==> src/rtl/dbuf_sertx_pkg.sv <==
package dbuf_sertx_pkg;

  typedef struct packed {
    logic rise;
    logic fall;
  } sck_ev_t;

  function automatic int unsigned clamp_len(input int unsigned req,
                                            input int unsigned lo,
                                            input int unsigned hi);
    if (req < lo) return lo;
    if (req > hi) return hi;
    return req;
  endfunction

endpackage

==> src/rtl/sertx_mclk.sv <==
module sertx_mclk
  import dbuf_sertx_pkg::*;
#(
  parameter int DIV = 4,
  localparam int CW = (DIV > 1) ? $clog2(DIV) : 1
) (
  input  logic    clk_i,
  input  logic    rst_ni,
  input  logic    run_i,
  output logic    sck_o,
  output sck_ev_t ev_o
);
  logic [CW-1:0] cnt_q;
  logic          sck_q;
  logic          tick;

  assign tick = run_i && (cnt_q == CW'(DIV - 1));

  always_ff @(posedge clk_i or negedge rst_ni) begin
    if (!rst_ni) begin
      cnt_q <= '0;
      sck_q <= 1'b1;
    end else if (!run_i) begin
      cnt_q <= '0;
      sck_q <= 1'b1;
    end else if (tick) begin
      cnt_q <= '0;
      sck_q <= ~sck_q;
    end else begin
      cnt_q <= cnt_q + CW'(1);
    end
  end

  assign sck_o      = sck_q;
  assign ev_o.rise  = tick & ~sck_q;
  assign ev_o.fall  = tick &  sck_q;
endmodule

==> src/rtl/sertx_pin_sync.sv <==
module sertx_pin_sync
  import dbuf_sertx_pkg::*;
#(
  parameter int STAGES = 2
) (
  input  logic    clk_i,
  input  logic    rst_ni,
  input  logic    sck_i,
  input  logic    cs_i,
  output logic    cs_s_o,
  output sck_ev_t ev_o
);
  logic [STAGES-1:0] sck_sh, cs_sh;
  logic              sck_d;
  logic              sck_s, cs_s;

  always_ff @(posedge clk_i or negedge rst_ni) begin
    if (!rst_ni) begin
      sck_sh <= '1;
      cs_sh  <= '1;
      sck_d  <= 1'b1;
    end else begin
      sck_sh <= {sck_sh[STAGES-2:0], sck_i};
      cs_sh  <= {cs_sh[STAGES-2:0], cs_i};
      sck_d  <= sck_s;
    end
  end

  assign sck_s     = sck_sh[STAGES-1];
  assign cs_s      = cs_sh[STAGES-1];
  assign cs_s_o    = cs_s;
  assign ev_o.rise =  sck_s & ~sck_d & ~cs_s;
  assign ev_o.fall = ~sck_s &  sck_d & ~cs_s;
endmodule

==> src/rtl/sertx_shreg.sv <==
module sertx_shreg
  import dbuf_sertx_pkg::*;
#(
  parameter int MAXL = 16,
  parameter int LW   = 5
) (
  input  logic            clk_i,
  input  logic            rst_ni,
  input  logic            load_i,
  input  logic [MAXL-1:0] word_i,
  input  logic [LW-1:0]   len_i,
  input  sck_ev_t         ev_i,
  output logic            sd_o,
  output logic            last_o
);
  logic [MAXL-1:0] sreg_q;
  logic [LW-1:0]   cnt_q, len_q, shamt;
  logic            pend_q;

  assign shamt  = LW'(MAXL) - len_i;
  assign last_o = ev_i.rise && (cnt_q == len_q - LW'(1));
  assign sd_o   = sreg_q[MAXL-1];

  always_ff @(posedge clk_i or negedge rst_ni) begin
    if (!rst_ni) begin
      sreg_q <= '0;
      cnt_q  <= '0;
      len_q  <= LW'(MAXL);
      pend_q <= 1'b0;
    end else if (load_i) begin
      sreg_q <= word_i << shamt;  // left-align so MSB of frame sits on top
      cnt_q  <= '0;
      len_q  <= len_i;
      pend_q <= 1'b0;
    end else if (ev_i.fall && pend_q) begin
      sreg_q <= sreg_q << 1;
      pend_q <= 1'b0;
    end else if (ev_i.rise) begin
      pend_q <= 1'b1;
      if (!last_o) cnt_q <= cnt_q + LW'(1);
    end
  end
endmodule

==> src/rtl/dbuf_sertx.sv <==
module dbuf_sertx
  import dbuf_sertx_pkg::*;
#(
  parameter int MAX_LEN     = 16,
  parameter int MIN_LEN     = 8,
  parameter int CLK_DIV     = 4,
  parameter int SYNC_STAGES = 2,
  localparam int LW = $clog2(MAX_LEN + 1)
) (
  input  logic               clk_i,
  input  logic               rst_ni,
  input  logic               master_i,
  input  logic               tx_en_i,
  input  logic [LW-1:0]      len_i,
  input  logic               wr_i,
  input  logic [MAX_LEN-1:0] wr_data_i,
  input  logic               clr_tend_i,
  input  logic               ovr_set_i,
  input  logic               clr_ovr_i,
  input  logic               tdre_ie_i,
  input  logic               tend_ie_i,
  input  logic               sck_i,
  input  logic               cs_i,
  output logic               sck_o,
  output logic               sck_oe_o,
  output logic               cs_o,
  output logic               cs_oe_o,
  output logic               sd_o,
  output logic               sd_oe_o,
  output logic               tdre_o,
  output logic               tend_o,
  output logic               ovr_o,
  output logic               txi_o,
  output logic               tei_o
);
  logic [MAX_LEN-1:0] hold_q;
  logic [LW-1:0]      len_eff;
  logic tdre_q, tend_q, ovr_q, busy_q, pend_load_q;
  logic wr_acc, can_go, idle_load, chain_load, load, last;
  logic m_sck, cs_s;
  sck_ev_t m_ev, s_ev, ev;

  assign len_eff    = LW'(clamp_len(int'(len_i), MIN_LEN, MAX_LEN));
  assign wr_acc     = wr_i & tx_en_i & ~ovr_q;
  assign can_go     = tx_en_i & ~ovr_q & ~tdre_q;
  assign idle_load  = ~busy_q & can_go;
  assign chain_load = pend_load_q & ev.fall;
  assign load       = idle_load | chain_load;

  sertx_mclk #(.DIV(CLK_DIV)) u_mclk (
    .clk_i(clk_i), .rst_ni(rst_ni), .run_i(busy_q & master_i),
    .sck_o(m_sck), .ev_o(m_ev)
  );

  sertx_pin_sync #(.STAGES(SYNC_STAGES)) u_sync (
    .clk_i(clk_i), .rst_ni(rst_ni), .sck_i(sck_i), .cs_i(cs_i),
    .cs_s_o(cs_s), .ev_o(s_ev)
  );

  always_comb begin
    ev      = master_i ? m_ev : s_ev;
    ev.rise = ev.rise & busy_q;
    ev.fall = ev.fall & busy_q;
  end

  sertx_shreg #(.MAXL(MAX_LEN), .LW(LW)) u_shreg (
    .clk_i(clk_i), .rst_ni(rst_ni), .load_i(load), .word_i(hold_q),
    .len_i(len_eff), .ev_i(ev), .sd_o(sd_o), .last_o(last)
  );

  always_ff @(posedge clk_i or negedge rst_ni) begin
    if (!rst_ni) begin
      hold_q      <= '0;
      tdre_q      <= 1'b1;
      tend_q      <= 1'b0;
      ovr_q       <= 1'b0;
      busy_q      <= 1'b0;
      pend_load_q <= 1'b0;
    end else begin
      if (load) tdre_q <= 1'b1;
      if (idle_load) busy_q <= 1'b1;
      if (chain_load) pend_load_q <= 1'b0;
      if (last) begin
        if (can_go) pend_load_q <= 1'b1;   // chain: load on next falling edge
        else begin
          busy_q <= 1'b0;
          tend_q <= 1'b1;
        end
      end
      if (clr_tend_i) tend_q <= 1'b0;
      if (wr_acc) begin
        hold_q <= wr_data_i;
        tdre_q <= 1'b0;
        tend_q <= 1'b0;
      end
      if (ovr_set_i) ovr_q <= 1'b1;
      if (clr_ovr_i) ovr_q <= 1'b0;
    end
  end

  assign sck_o    = master_i ? m_sck : 1'b1;
  assign cs_o     = master_i ? ~busy_q : 1'b1;
  assign cs_oe_o  = master_i & tx_en_i;
  assign sck_oe_o = master_i & tx_en_i;
  assign sd_oe_o  = master_i ? cs_oe_o : ~cs_s;
  assign tdre_o   = tdre_q;
  assign tend_o   = tend_q;
  assign ovr_o    = ovr_q;
  assign txi_o    = tdre_q & tdre_ie_i;
  assign tei_o    = tend_q & tend_ie_i;
endmodule

==> config.mk <==
export PLATFORM = sky130hd
export DESIGN_NAME = dbuf_sertx
export DESIGN_NICKNAME = d
export VERILOG_FILES = /design/src/rtl/dbuf_sertx_pkg.sv /design/src/rtl/sertx_mclk.sv /design/src/rtl/sertx_pin_sync.sv /design/src/rtl/sertx_shreg.sv /design/src/rtl/dbuf_sertx.sv
export SDC_FILE = /design/constraint.sdc
export NUM_CORES = 1
export LEC_CHECK = 0
export ABC_AREA = 1
export BUFFER_PORTS_ARGS = -buffer_cell sky130_fd_sc_hd__buf_2
export CAP_MARGIN = 30
export CORE_ASPECT_RATIO = 0.8
export CORE_MARGIN = 2
export CORE_UTILIZATION = 47
export CTS_BUF_LIST = sky130_fd_sc_hd__clkbuf_4 sky130_fd_sc_hd__clkbuf_8
export CTS_CLUSTER_SIZE = 12
export DETAILED_ROUTE_END_ITERATION = 10
export GPL_TIMING_DRIVEN = 1
export PLACE_DENSITY = 0.69
export SLEW_MARGIN = 20
export SYNTH_ARGS = -nofsm -noshare
export SYNTH_HDL_FRONTEND = slang
export SYNTH_HIERARCHICAL = 1
export SYNTH_SLANG_ARGS = --single-unit
==> constraint.sdc <==
create_clock -name clk_i -period 1.8 [get_ports clk_i]
set_input_delay 0.27 -clock clk_i [delete_from_list [all_inputs] [get_ports clk_i]]
set_output_delay 0.27 -clock clk_i [all_outputs]
set_load 0.01 [all_outputs]
==> impl_metrics.csv <==
group,metric,value,unit
status,outcome,"complete, but fails checks",
status,violations,"negative setup slack",
worst_setup_path,critPathKind,"reg2reg",
layout,fin_cells,655,
worst_setup_path,worstPathRequired,2.05,ns
die,rows,27,
die,dieArea,0.00809,mm^2
worst_setup_path,cp-start-kind,"flop",
worst_setup_path,rrSetupSlack,-0.13,ns
cts,h-tree-depth,2,
placement,placed_cells,636,
grt,grtUsageMet2,0.324,
grt,grtUsageMet1,0.304,
grt,grt_use_met3,0.0293,
logic_synthesis,synth.avg_cell_area,7.13,um^2
sta,period_minus_slack,1.93,ns
layout,final_common_cell,"nand2_1",
sta,setup_ws,-0.132,ns
power,cellLeakagePower,0.00224,uW
worst_setup_path,path_max_fanout,7,
grt,grt_use_total,0.205,
grt,antenna_found_initial,0,
logic_synthesis,ys_warn_count,6,
grt,busiest_layer,"met2",
logic_synthesis,netlist_instances,487,
sta,fmax,518,MHz
logic_synthesis,netlist_area,0.00347,mm^2
sta,relSlewSlack,0.642,
sta,setup_viol,18,
job,max_cap_violations,0,
cts,clockBufferDepth,2,
routing,drcViolationCount,0,
worst_setup_path,ff2ff_path_depth,14,
sta,hold_violations,0,
power,p_per_area,1100,mW/mm^2
layout,final_util,0.623,
logic_synthesis,ys_ff_latch,56,
placement,placed_cell_area,0.00404,mm^2
sta,post-route-period-util,1.07,
sta,rsz0062_at_grt,"true",
worst_setup_path,cp.arrival,2.18,ns
grt,grt_start_max_net_pins,57,
grt,grt_overflow,0,
worst_setup_path,worstReg2RegStart,"u_mclk/sck_o",
placement,gp_congestion,0.991,
routing,drt-total-wl,8.07,mm
worst_setup_path,r2r-end,"u_shreg/sreg_q[12]",
routing,first_pass_iters,5,
power,total_power,4830,uW
logic_synthesis,yosysSeqAreaShare,0.407,
layout,area_growth,26.1,%
layout,fin_area,0.00438,mm^2
sta,tns,-0.921,ns
worst_setup_path,endpoint,"u_shreg/sreg_q[12]",
die,die_w,100,um
routing,first_iter_violations,199,
sta,worst_pin_slew,0.536,ns
routing,vias,3251,
cts,clkTransAtPathRegs,0.10,ns
placement,port-buffer-count,43,
placement,place_hpwl,6.10,mm
routing,post_drt_via_cell_ratio,4.96,
sta,fin_skew,0.00417,ns
power,vdd_drop_max,508,uV
logic_synthesis,synthDistinctLibCells,33,
cts,tritoncts,"built",
cts,cts_root_buf,"clkbuf_8",
die,fp.coreArea,0.00703,mm^2
layout,layout_common_cells,"122 x nand2_1, 58 x inv_1, 48 x dfrtp_1",
worst_hold_path,min_path_type,"in2reg",
cts,cts_made_buffers,5,
routing,routedWlPerCell,12.3,um
die,initial_core_util,0.494,
grt,grt_pass1_wl,13.3,mm
worst_setup_path,startpoint,"u_mclk/sck_o",
layout,antennaDiodeCount,0,
routing,antenna_left,0,
cts,insertion_delay,0.31,ns
layout,layout-drive-gt1-share,0.331,
sta,maxSlewViolCount,0,
cts,cts_sinks,56,
die,fp.dieH,80.9,um
die,top_level_ports,44,
worst_setup_path,end_kind,"flop",
layout,nets,604,
grt,grt_pass1_vias,2935,
logic_synthesis,synth.net_count,524,
## how the worst min path moves through the flow
stage                     startpoint  cells past startpoint  slack (ns)          endpoint
after floorplan               rst_ni                      0       -0.03            busy_q
after global placement        rst_ni                      2        0.29  u_shreg/cnt_q[2]
after detailed placement      rst_ni                      2        0.29  u_shreg/cnt_q[3]
after CTS                      sck_i                      1        0.04  u_sync/sck_sh[0]
after global routing            cs_i                      1        0.02   u_sync/cs_sh[0]
final                          sck_i                      1        0.05  u_sync/sck_sh[0]
## final cells by class
| type | instances | area, um^2 |
|---|---|---|
| Clock inverter | 3 | 42.5 |
| Inverter | 69 | 268 |
| Sequential cell | 56 | 1410 |
| Timing Repair Buffer | 90 | 587 |
| Clock buffer | 5 | 68.8 |
| Tap cell | 87 | 109 |
| Fill cell | 632 | 2650 |
| Multi-Input combinational cell | 345 | 1890 |
## synth_stat cells
cell type,count,area share
nand4_1,7,0.013
buf_2,3,0.0043
nor2_1,51,0.055
or2_2,5,0.0090
o31ai_1,1,0.0022
nor2_4,1,0.0032
xor2_1,3,0.0076
dfrtp_1,48,0.35
clkbuf_2,1,0.0014
o21ai_0,27,0.039
nand3b_1,2,0.0043
a21oi_1,20,0.029
dfstp_2,8,0.061
inv_2,5,0.0054
ha_1,4,0.014
o211ai_1,5,0.011
clkbuf_1,5,0.0054
and2_1,1,0.0018
buf_4,5,0.011
nor3b_1,1,0.0022
inv_1,64,0.069
buf_1,1,0.0011
nand3_1,49,0.071
nand2_1,137,0.15
o21a_1,2,0.0043
buf_6,3,0.0097
nand2_2,4,0.0072
o21ai_1,2,0.0029
nor3_1,1,0.0014
xor2_2,2,0.0094
o21ai_2,17,0.043
nand3_4,1,0.0050
nand3_2,1,0.0029
## what timing repair did
action                                  CTS  global route
gates cloned                              1             0
endpoints found under the setup margin   24            25
pin swaps                                17            25
hold endpoints to repair                 48             0
resized for setup                        13            31
hold buffers                              1             0
setup buffers                             5             4
## cells by family (layout without fill, tap and decap cells)
group                      count (synthesis)  in the layout  synth area share
DFF                                       56             56             0.407
adders and majority gates                  4              4            0.0144
xor gates and xnor gates                   5              5            0.0169
AOI/OAI and AO/OA                         74             74             0.131
buffers and inverters                     87            167             0.107
and+or+nand+nor                          261            262             0.324
## report_power, final
| part | switching, uW | internal [uW] | leakage [uW] |
|---|---|---|---|
| Clock | 415 | 412 | 0.0000541 |
| Combinational | 1130 | 858 | 0.00153 |
| Sequential | 308 | 1710 | 0.000658 |
## registers in the layout, indices dropped and copies added (netlist names)
signal and flops:
u_shreg/sreg_q 16, u_mclk/cnt_q 2, u_shreg/cnt_q 5, u_sync/sck_d 1
hold_q 16, busy_q 1, tdre_o 1, u_mclk/sck_o 1
u_shreg/len_q 5, u_shreg/pend_q 1, u_sync/sck_sh 2, ovr_o 1
tend_o 1, u_sync/cs_sh 2, pend_load_q 1
## worst max-delay path: stages, from the launching register on
cell     delay (ns)
dfstp_2        0.55
nand2_1        0.07
nor2_1         0.10
nand2_1        0.06
nand2_2        0.08
nand3_4        0.09
nand2_8        0.11
nand2_4        0.06
o21ai_4        0.14
nand2_4        0.11
nor2_4         0.14
nand2_1        0.07
nor2_1         0.13
nor2_1         0.05
nor2_1         0.09
## metrics by stage
step | hold slack, ns | setup slack (ns)
after detailed placement | 0.292 | -0.214
after global placement | 0.292 | -0.139
after floorplan | -0.0256 | -0.0146
after CTS | 0.0386 | -0.141
final | 0.0477 | -0.132
after global routing | 0.0233 | -0.239
## layer usage
metal	wire (um)	vias to the layer above
met2	3670	74
met4	40	0
li1	-	1700
met1	4010	1473
met3	345	4
met5	0	-
(Power assumes the default switching activity.)
